`src/rtl/credlink_pkg.sv`:
```
package credlink_pkg;

  // link word kind sideband
  typedef enum logic [1:0] {
    KIND_IDLE = 2'b00,
    KIND_DATA = 2'b01,
    KIND_CRED = 2'b10,
    KIND_CTRL = 2'b11
  } kind_e;

  // transmit source selection
  typedef enum logic [1:0] {
    SEL_NONE,
    SEL_CRED,
    SEL_CTRL,
    SEL_DATA
  } sel_e;

endpackage

```
`src/rtl/credlink_txcredit.sv`:
```
module credlink_txcredit #(
  parameter int unsigned MAX_CRED = 4
) (
  input  logic clk,
  input  logic rst_n,
  input  logic cred_in,
  input  logic pkt_start,
  output logic have_cred,
  output logic err_o
);
  localparam int unsigned CW = $clog2(MAX_CRED + 1);
  localparam logic [CW-1:0] MAXV = CW'(MAX_CRED);

  logic [CW-1:0] cnt;
  logic          err_q;

  always_ff @(posedge clk or negedge rst_n) begin
    if (!rst_n) begin
      cnt   <= MAXV;
      err_q <= 1'b0;
    end else begin
      unique case ({cred_in, pkt_start})
        2'b10: begin
          if (cnt == MAXV) err_q <= 1'b1;
          else             cnt   <= cnt + 1'b1;
        end
        2'b01:   cnt <= cnt - 1'b1;
        default: ;
      endcase
    end
  end

  assign have_cred = (cnt != '0);
  assign err_o     = err_q;

  a_r8_cnt_bound: assert property (@(posedge clk) disable iff (!rst_n)
    cnt <= MAXV);
  a_r2_start_needs_credit: assert property (@(posedge clk) disable iff (!rst_n)
    pkt_start |-> cnt != '0);
  a_r8_err_sticky: assert property (@(posedge clk) disable iff (!rst_n)
    err_q |=> err_q);
  a_r8_saturate: assert property (@(posedge clk) disable iff (!rst_n)
    (cred_in && !pkt_start && cnt == MAXV) |=> (cnt == MAXV && err_q));

endmodule

```
`src/rtl/credlink_rxbuf.sv`:
```
module credlink_rxbuf #(
  parameter int unsigned W     = 32,
  parameter int unsigned DEPTH = 64
) (
  input  logic         clk,
  input  logic         rst_n,
  input  logic         in_valid,
  output logic         in_ready,
  input  logic [W-1:0] in_data,
  input  logic         in_last,
  output logic         out_valid,
  input  logic         out_ready,
  output logic [W-1:0] out_data,
  output logic         out_last,
  output logic         slot_free
);
  localparam int unsigned AW = (DEPTH > 1) ? $clog2(DEPTH) : 1;
  localparam int unsigned CW = $clog2(DEPTH + 1);
  localparam logic [AW-1:0] LASTIDX = AW'(DEPTH - 1);

  logic [W:0]    mem [DEPTH];
  logic [AW-1:0] wp, rp;
  logic [CW-1:0] cnt;
  logic          push, pop;

  function automatic logic [AW-1:0] step(input logic [AW-1:0] p);
    return (p == LASTIDX) ? '0 : p + 1'b1;
  endfunction

  assign in_ready  = (cnt != CW'(DEPTH));
  assign out_valid = (cnt != '0);
  assign push      = in_valid && in_ready;
  assign pop       = out_valid && out_ready;
  assign {out_last, out_data} = mem[rp];
  assign slot_free = pop && out_last;

  always_ff @(posedge clk) begin
    if (push) mem[wp] <= {in_last, in_data};
  end

  always_ff @(posedge clk or negedge rst_n) begin
    if (!rst_n) begin
      wp  <= '0;
      rp  <= '0;
      cnt <= '0;
    end else begin
      if (push) wp <= step(wp);
      if (pop)  rp <= step(rp);
      unique case ({push, pop})
        2'b10:   cnt <= cnt + 1'b1;
        2'b01:   cnt <= cnt - 1'b1;
        default: ;
      endcase
    end
  end

  a_r10_fill_bound: assert property (@(posedge clk) disable iff (!rst_n)
    cnt <= CW'(DEPTH));
  a_r10_full_refuses: assert property (@(posedge clk) disable iff (!rst_n)
    (cnt == CW'(DEPTH) && !pop) |=> cnt == CW'(DEPTH));

endmodule

```
`src/rtl/credlink_arb.sv`:
```
module credlink_arb
  import credlink_pkg::*;
#(
  parameter int unsigned W     = 32,
  parameter int unsigned SLOTS = 4
) (
  input  logic         clk,
  input  logic         rst_n,
  input  logic         s_valid,
  output logic         s_ready,
  input  logic [W-1:0] s_data,
  input  logic         s_last,
  input  logic         c_valid,
  output logic         c_ready,
  input  logic [W-1:0] c_data,
  input  logic         have_cred,
  input  logic         slot_free,
  output logic         pkt_start,
  output logic         lo_valid,
  input  logic         lo_ready,
  output logic [W-1:0] lo_data,
  output logic [1:0]   lo_kind,
  output logic         lo_last
);
  localparam int unsigned PW = $clog2(SLOTS + 1);

  logic [PW-1:0] pend;
  logic          in_pkt, hold_q, go, cred_go;
  sel_e          sel, sel_q;
  kind_e         kind;

  // source selection; frozen while the offered word waits
  always_comb begin
    if (hold_q)                     sel = sel_q;
    else if (in_pkt)                sel = s_valid ? SEL_DATA : SEL_NONE;
    else if (pend != '0)            sel = SEL_CRED;
    else if (c_valid)               sel = SEL_CTRL;
    else if (s_valid && have_cred)  sel = SEL_DATA;
    else                            sel = SEL_NONE;
  end

  always_comb begin
    lo_data = '0;
    lo_last = 1'b0;
    kind    = KIND_IDLE;
    unique case (sel)
      SEL_CRED: begin kind = KIND_CRED; lo_last = 1'b1; end
      SEL_CTRL: begin kind = KIND_CTRL; lo_data = c_data; lo_last = 1'b1; end
      SEL_DATA: begin kind = KIND_DATA; lo_data = s_data; lo_last = s_last; end
      default: ;
    endcase
  end

  assign lo_kind   = kind;
  assign lo_valid  = (sel != SEL_NONE);
  assign go        = lo_valid && lo_ready;
  assign s_ready   = lo_ready && (sel == SEL_DATA);
  assign c_ready   = lo_ready && (sel == SEL_CTRL);
  assign cred_go   = go && (sel == SEL_CRED);
  assign pkt_start = go && (sel == SEL_DATA) && !in_pkt;

  always_ff @(posedge clk or negedge rst_n) begin
    if (!rst_n) begin
      pend   <= '0;
      in_pkt <= 1'b0;
      hold_q <= 1'b0;
      sel_q  <= SEL_NONE;
    end else begin
      hold_q <= lo_valid && !lo_ready;
      sel_q  <= sel;
      if (go && sel == SEL_DATA) in_pkt <= !s_last;
      unique case ({slot_free, cred_go})
        2'b10:   pend <= pend + 1'b1;
        2'b01:   pend <= pend - 1'b1;
        default: ;
      endcase
    end
  end

  a_r9_hold_stable: assert property (@(posedge clk) disable iff (!rst_n)
    (lo_valid && !lo_ready) |=> (lo_valid && lo_kind == $past(lo_kind)
      && lo_data == $past(lo_data) && lo_last == $past(lo_last)));
  a_r4_no_interleave: assert property (@(posedge clk) disable iff (!rst_n)
    (in_pkt && lo_valid) |-> lo_kind == KIND_DATA);
  a_r6_cred_pending: assert property (@(posedge clk) disable iff (!rst_n)
    (lo_valid && lo_kind == KIND_CRED) |-> pend != '0);
  a_r6_pend_bound: assert property (@(posedge clk) disable iff (!rst_n)
    pend <= PW'(SLOTS));
  a_r5_ctrl_after_cred: assert property (@(posedge clk) disable iff (!rst_n)
    (lo_valid && lo_kind == KIND_CTRL && !hold_q) |-> pend == '0);
  a_r6_one_credit_per_slot: assert property (@(posedge clk) disable iff (!rst_n)
    (slot_free && !cred_go) |=> pend == $past(pend) + 1'b1);

endmodule

```
`src/rtl/credlink_ctrl.sv`:
```
module credlink_ctrl
  import credlink_pkg::*;
#(
  parameter int unsigned WORD_W       = 32,
  parameter int unsigned PKT_WORDS    = 16,
  parameter int unsigned RX_SLOTS     = 4,
  parameter int unsigned REMOTE_SLOTS = 4
) (
  input  logic              clk,
  input  logic              rst_n,
  input  logic              s_valid,
  output logic              s_ready,
  input  logic [WORD_W-1:0] s_data,
  input  logic              s_last,
  input  logic              c_valid,
  output logic              c_ready,
  input  logic [WORD_W-1:0] c_data,
  output logic              lo_valid,
  input  logic              lo_ready,
  output logic [WORD_W-1:0] lo_data,
  output logic [1:0]        lo_kind,
  output logic              lo_last,
  input  logic              li_valid,
  output logic              li_ready,
  input  logic [WORD_W-1:0] li_data,
  input  logic [1:0]        li_kind,
  input  logic              li_last,
  output logic              m_valid,
  input  logic              m_ready,
  output logic [WORD_W-1:0] m_data,
  output logic              m_last,
  output logic              co_valid,
  input  logic              co_ready,
  output logic [WORD_W-1:0] co_data,
  output logic              cred_err
);
  localparam int unsigned RX_DEPTH = RX_SLOTS * PKT_WORDS;

  logic have_cred, pkt_start, slot_free;
  logic rx_valid, rx_ready, cred_in;

  // steer incoming link words by kind
  assign rx_valid = li_valid && (li_kind == KIND_DATA);
  assign cred_in  = li_valid && (li_kind == KIND_CRED);
  assign co_valid = li_valid && (li_kind == KIND_CTRL);
  assign co_data  = li_data;

  always_comb begin
    unique case (li_kind)
      KIND_DATA: li_ready = rx_ready;
      KIND_CTRL: li_ready = co_ready;
      default:   li_ready = 1'b1;
    endcase
  end

  credlink_txcredit #(.MAX_CRED(REMOTE_SLOTS)) u_txcredit (
    .clk       (clk),
    .rst_n     (rst_n),
    .cred_in   (cred_in),
    .pkt_start (pkt_start),
    .have_cred (have_cred),
    .err_o     (cred_err)
  );

  credlink_rxbuf #(.W(WORD_W), .DEPTH(RX_DEPTH)) u_rxbuf (
    .clk       (clk),
    .rst_n     (rst_n),
    .in_valid  (rx_valid),
    .in_ready  (rx_ready),
    .in_data   (li_data),
    .in_last   (li_last),
    .out_valid (m_valid),
    .out_ready (m_ready),
    .out_data  (m_data),
    .out_last  (m_last),
    .slot_free (slot_free)
  );

  credlink_arb #(.W(WORD_W), .SLOTS(RX_SLOTS)) u_arb (
    .clk       (clk),
    .rst_n     (rst_n),
    .s_valid   (s_valid),
    .s_ready   (s_ready),
    .s_data    (s_data),
    .s_last    (s_last),
    .c_valid   (c_valid),
    .c_ready   (c_ready),
    .c_data    (c_data),
    .have_cred (have_cred),
    .slot_free (slot_free),
    .pkt_start (pkt_start),
    .lo_valid  (lo_valid),
    .lo_ready  (lo_ready),
    .lo_data   (lo_data),
    .lo_kind   (lo_kind),
    .lo_last   (lo_last)
  );

  a_r7_ctrl_in_bypass: assert property (@(posedge clk) disable iff (!rst_n)
    (li_valid && li_kind == KIND_CTRL && co_ready) |-> li_ready);
  a_r3_credit_taken: assert property (@(posedge clk) disable iff (!rst_n)
    cred_in |-> li_ready);

endmodule

```
`config.mk`:
```
export PLATFORM = sky130hd
export DESIGN_NAME = credlink_ctrl
export DESIGN_NICKNAME = d
export VERILOG_FILES = /design/src/rtl/credlink_pkg.sv /design/src/rtl/credlink_txcredit.sv /design/src/rtl/credlink_rxbuf.sv /design/src/rtl/credlink_arb.sv /design/src/rtl/credlink_ctrl.sv
export SDC_FILE = /design/constraint.sdc
export NUM_CORES = 2
export LEC_CHECK = 0
export BUFFER_PORTS_ARGS = -buffer_cell sky130_fd_sc_hd__buf_2
export CAP_MARGIN = 20
export CORE_MARGIN = 2
export CORE_UTILIZATION = 65
export CTS_CLUSTER_SIZE = 8
export DETAILED_ROUTE_END_ITERATION = 7
export PLACE_DENSITY = 0.91
export RECOVER_POWER = 25
export SYNTH_ARGS = -nofsm -noshare
export SYNTH_HDL_FRONTEND = slang
export SYNTH_HIERARCHICAL = 1
export SYNTH_SLANG_ARGS = --single-unit
export TNS_END_PERCENT = 30
```
`constraint.sdc`:
```
create_clock -name clk -period 9.6 [get_ports clk]
set_input_delay 0.96 -clock clk [delete_from_list [all_inputs] [get_ports clk]]
set_output_delay 0.96 -clock clk [all_outputs]
set_load 0.05 [all_outputs]
```
# Yosys cells after proc, flatten, opt, wreduce, memory -nomap -nowiden
# Memories as Yosys holds them, arrays and structs flattened.
# Cells that the tools add are included.
[classes]
addsub = 8
n_eq_ne = 17
muxes = 18
reduce_logical = 27
[op_table]
columns = ["operator", "n"]
rows = [
  ["$pmux W32 S2", 1],
  ["$eq A2 B2 Y1 const B", 7],
  ["$logic_and A1 B1 Y1", 14],
  ["$pmux W7 S2", 1],
  ["$add A6 B1 Y6 const B", 2],
  ["$eq A6 B6 Y1 const B", 2],
  ["$mux W2", 6],
  ["$mux W6", 2],
  ["$pmux W3 S2", 2],
  ["$eq A2 B1 Y1 const B", 5],
  ["$reduce_bool A2 Y1", 4],
  ["$add A7 B1 Y7 const B", 1],
  ["$ne A7 B7 Y1 const B", 1],
  ["$reduce_bool A7 Y1", 1],
  ["$sub A7 B1 Y7 const B", 1],
  ["$add A3 B1 Y3 const B", 2],
  ["$pmux W2 S3", 1],
  ["$reduce_bool A3 Y1", 2],
  ["$sub A3 B1 Y3 const B", 2],
  ["$pmux W1 S2", 2],
  ["$reduce_and A2 Y1", 2],
  ["$eq A3 B3 Y1 const B", 1],
  ["$logic_not A1 Y1", 3],
  ["$mux W3", 1],
  ["3 further kinds", 4],
]
[word_totals]
register_bits = 30
ramBits = 2112
wordCells = 80
n_memories = 1
[mem_list]
columns = ["name", "depth", "width", "rd", "rd_clocked_by_memory_dff", "write_ports", "line", "text"]
rows = [
  ["u_rxbuf.mem", 64, 33, 1, 0, 1, "credlink_rxbuf.sv:21", "logic [W:0] mem [DEPTH];"],
]

# Longest topological paths before layout
[logic_depth]
word_depth = 14
ltp_mapped = 17
depth_no_buf = 14

# Modules after synthesis
# Netlist, hierarchy kept.
[by_module_without_submodules]
columns = ["mod", "instances", "cells_each", "area_each_um2", "seq_area_each_um2"]
rows = [
  ["credlink_rxbuf", 1, 3420, 81640.8, 63896.3],
  ["credlink_arb", 1, 89, 784.5, 175.2],
  ["credlink_ctrl", 1, 38, 279.0, 0.0],
  ["credlink_txcredit", 1, 25, 256.5, 101.3],
]

# Worst setup path after synthesis
# Ideal clock, no wire load.
[synth_path]
path_type = "reg2out"
from = "reg u_rxbuf.rp[0]"
to = "out m_data[10]"
arrival_time_ps = 2943
setup_slack_ps = 5697
stages_incl_launch_ff = 11
n_path_buf = 6
path_cell_list = "dfrtp_1 > buf_2 > buf_6 > buf_6 > buf_4 > buf_4 > nand3_1 > buf_2 > o22ai_1 > a2111oi_0 > o31ai_1"
[synth_between]
elab_chain_len = 1
[synth_lines]
columns = ["item", "line", "text"]
rows = [
  ["from (decl)", "credlink_rxbuf.sv:22", "logic [AW-1:0] wp, rp;"],
  ["from (signal assigned)", "credlink_rxbuf.sv:48", "if (pop) rp <= step(rp);"],
  ["$mem_v2 Z64 W33", "n/a", ""],
  ["to (decl)", "credlink_ctrl.sv:30", "output logic [WORD_W-1:0] m_data,"],
]
# No other way between the ends.

# Worst setup path in the final report
[layout_path]
from = "reg u_rxbuf.rp[2]"
to = "out m_data[6]"
# The elaborated chain is that of the path after synthesis.

==> results.sh <==
export IMPL_synth_edff_count=2112
export IMPL_clk_pin_slew_worst_paths_ns=0.05
export IMPL_hpwl_mm=123
export IMPL_overflow=0
export IMPL_worstPathArrival_ns=5.61
export IMPL_ys_flop_type="edfxtp_1"
export IMPL_path_max_fanout=30
export IMPL_cts_hold_buffers=0
export IMPL_wl_met3_mm=38.8
export IMPL_min_period_ns=6.57
export IMPL_grt_use_total_pct=41.7
export IMPL_cts_num_sinks=2142
export IMPL_syn_area_sq_um=83000
export IMPL_cp_slowest_cell="nand3b_1"
export IMPL_finClkSkew_ns=0.0582
export IMPL_grt_max_degree=120
export IMPL_yosysWarnings=6
export IMPL_synthCells=3572
export IMPL_dr_wl_met2_mm=128
export IMPL_crit_type="register to output port"
export IMPL_timing_hold_ws_ns=0.314
export IMPL_grt_pass1_wl_mm=368
export IMPL_initial_utilization_pct=65.3
export IMPL_clock_latency_ns=0.91
export IMPL_hold_viol=0
export IMPL_placed_cell_area_sq_um=86300
export IMPL_crit_required_ns=8.64
export IMPL_power_density_nw_per_um2=307
export IMPL_fp_dieW_microns=361
export IMPL_nets=4134
export IMPL_ioPinCount=215
export IMPL_cts_tree="yes"
export IMPL_die_area_sq_um=131000
export IMPL_violations="DRC, capacitance limit, slew limit"
export IMPL_port_buffer_count=214
export IMPL_h_tree_depth=5
export IMPL_layout_drive_gt1_share_pct=32.6
export IMPL_drv_cap=23
export IMPL_post_drt_wl_per_cell_microns=46.8
export IMPL_post_route_drc_count=1
export IMPL_crit_top_cell="o21ai_0"
export IMPL_grt_pass1_vias=46729
export IMPL_relSlewSlack_pct=-114
export IMPL_path_cells="buf_4 -> nand3b_1 -> o221ai_1 -> a21oi_1 -> o21ai_0 -> o21ai_0 -> o21ai_1 -> buf_2"
export IMPL_syn2layout_area_growth_pct=14.1
export IMPL_drt_antenna_violating_nets=0
export IMPL_firstDrtPassIters=8
export IMPL_fmax_ghz=0.152
export IMPL_synth_avg_cell_area_sq_um=23.2
export IMPL_yosysSeqAreaShare_pct=77.4
export IMPL_power_leakage_nw=30.3
export IMPL_gp_congestion=0.814
export IMPL_post_route_period_util_pct=68.5
export IMPL_hp_class="input port to register"
export IMPL_end_kind="output port"
export IMPL_rsz0062_at_grt="no"
export IMPL_setup_viol=0
export IMPL_synth_cell_types=62
export IMPL_cts_buffers=317
export IMPL_critPathMaxStageDelay_ns=1.06
export IMPL_drtIter0Drc=8750
export IMPL_power_total_mw=29.1
export IMPL_cts_root_buf="clkbuf_16"
export IMPL_wl_mm=268
export IMPL_stdcell_area_sq_um=94700
export IMPL_drv_slew=1314
export IMPL_cts_resized_gates=0
export IMPL_design_core_area_sq_um=127000
export IMPL_highest_signal_layer="met5"
export IMPL_via_count=45293
export IMPL_tns_ns=0
export IMPL_syn_nets=3696
export IMPL_row_count=131
export IMPL_m1WireLength_mm=74.8
export IMPL_cts_setup_buffers=0
export IMPL_tightest_slew_ns=3.21
export IMPL_ys_seq_elements=2142
export IMPL_via_per_inst=7.92
export IMPL_die_h_microns=361
export IMPL_antenna_found_initial=10
export IMPL_synthArstFlopShare_pct=1.40
export IMPL_critPathLaunchType="register"
export IMPL_reg2reg_slack_ns=4.71
export IMPL_status="finished, violations left"
export IMPL_clockBufferDepth=4
export IMPL_vdd_drop_max_mv=0.323
state kept, by name (all words and copies together), names as in the netlist:
signal	cells
u_arb/hold_q	1
u_txcredit/cnt	3
u_txcredit/err_o	1
u_arb/sel_q	2
u_rxbuf/cnt	7
u_rxbuf/rp	6
u_arb/pend	3
u_rxbuf/mem	2112
u_rxbuf/wp	6
u_arb/in_pkt	1
layer usage:
| metal | vias up | track usage, % |
|---|---|---|
| met4 | 18 | 31.3 |
| met1 | 22559 | 49.7 |
| li1 | 15955 | - |
| met5 | - | 0 |
| met2 | 5341 | 66.3 |
| met3 | 1420 | 11.0 |
cell type report:
| type | instances | area [sq um] |
|---|---|---|
| Sequential cell | 2142 | 64200 |
| Fill cell | 6117 | 32400 |
| Multi-Input combinational cell | 1183 | 17900 |
| Clock buffer | 361 | 8250 |
| Timing Repair Buffer | 344 | 2100 |
| Tap cell | 1662 | 2080 |
| Inverter | 22 | 85.1 |
| Clock inverter | 7 | 63.8 |
| Antenna cell | 1 | 2.50 |
worst max-delay path, delay by kind of cell (launching register included):
family / cells / cell delay [ns]
AOI/OAI and AO/OA: 5 / 1.62
buffers and inverters: 2 / 1.12
and+or+nand+nor: 1 / 1.06
DFF: 1 / 0.89
per-stage QoR:
stage,std cells,utilization (%),setup slack (ns)
after floorplan,3572,-,5.70
after global placement,5338,67.9,4.03
after detailed placement,5338,67.9,3.93
after CTS,5706,74.4,2.93
after global routing,5721,74.5,3.10
final,5722,74.5,3.03
report_power, final:
part	switching, mW	internal (mW)
clock network	3.91	5.95
logic	5.24	3.33
registers	0.223	10.4
Yosys cell counts (5+ instances only):
| cell type | count | area [sq um] |
|---|---|---|
| a211oi_1 | 22 | 165 |
| nand3_1 | 12 | 60.1 |
| a22oi_1 | 24 | 180 |
| clkbuf_1 | 62 | 233 |
| and2_1 | 7 | 43.8 |
| o21ai_0 | 26 | 130 |
| nor2_1 | 115 | 432 |
| xor2_1 | 6 | 52.6 |
| o221ai_1 | 5 | 43.8 |
| mux2i_1 | 91 | 911 |
| buf_4 | 57 | 428 |
| a22o_1 | 33 | 289 |
| a221o_1 | 9 | 90.1 |
| o31ai_1 | 5 | 37.5 |
| a21oi_1 | 30 | 150 |
| mux4_2 | 596 | 13400 |
| a2111oi_0 | 12 | 105 |
| nor3_1 | 10 | 50.1 |
| buf_1 | 19 | 71.3 |
| buf_6 | 18 | 203 |
| o22ai_1 | 28 | 175 |
| ha_1 | 13 | 163 |
| inv_1 | 22 | 82.6 |
| dfrtp_1 | 29 | 726 |
| o21ai_1 | 8 | 40.0 |
| nand2b_1 | 8 | 50.1 |
| xnor2_1 | 7 | 61.3 |
| nand2_1 | 42 | 158 |
| buf_2 | 68 | 340 |
| nor2b_1 | 20 | 125 |
| edfxtp_1 | 2112 | 63400 |
| nand3b_1 | 5 | 37.5 |
| mux2_2 | 6 | 67.6 |
cells in the final DEF (no fill, tap or decap), types with 6 or more instances in the layout:
master / netlist / layout
a2111oi_0: 12 / 12
a211oi_1: 22 / 22
a21oi_1: 30 / 30
a221o_1: 9 / 9
a22o_1: 33 / 33
a22oi_1: 24 / 24
and2_1: 7 / 7
buf_2: 68 / 202
buf_4: 57 / 98
clkbuf_1: 62 / 71
clkbuf_16: 0 / 324
dfrtp_1: 29 / 23
edfxtp_1: 2112 / 2112
ha_1: 13 / 13
inv_1: 22 / 21
mux2_2: 6 / 6
mux2i_1: 91 / 91
mux4_2: 596 / 596
nand2_1: 42 / 42
nand2b_1: 8 / 8
nand3_1: 12 / 12
nor2_1: 115 / 51
nor2_4: 0 / 64
nor2b_1: 20 / 19
nor3_1: 10 / 10
o21ai_0: 26 / 26
o21ai_1: 8 / 8
o22ai_1: 28 / 28
xnor2_1: 7 / 7
xor2_1: 6 / 6
worst paths after layout:
kind                                   from                to  depth (start not counted)
max                           u_rxbuf/rp[2]         m_data[6]                          8
min                                  s_last      u_arb/in_pkt                          2
max reg2reg                   u_rxbuf/rp[2]     u_arb/pend[2]                         14
min reg2reg                u_txcredit/err_o  u_txcredit/err_o                          1
max in group asynchronous             rst_n     u_rxbuf/rp[3]                          1
min in group asynchronous             rst_n     u_rxbuf/rp[1]                          1
cell families after synthesis:
| logic type | after synthesis | share of synthesized area, % |
|---|---|---|
| AOI/OAI and AO/OA | 225 | 1.92 |
| xor gates and xnor gates | 13 | 0.137 |
| adders and majority gates | 16 | 0.268 |
| buffers and inverters | 247 | 1.64 |
| DFF | 2142 | 77.4 |
| muxes | 693 | 17.4 |
| and+or+nand+nor | 236 | 1.32 |
Power figures use the tool's default switching activity.
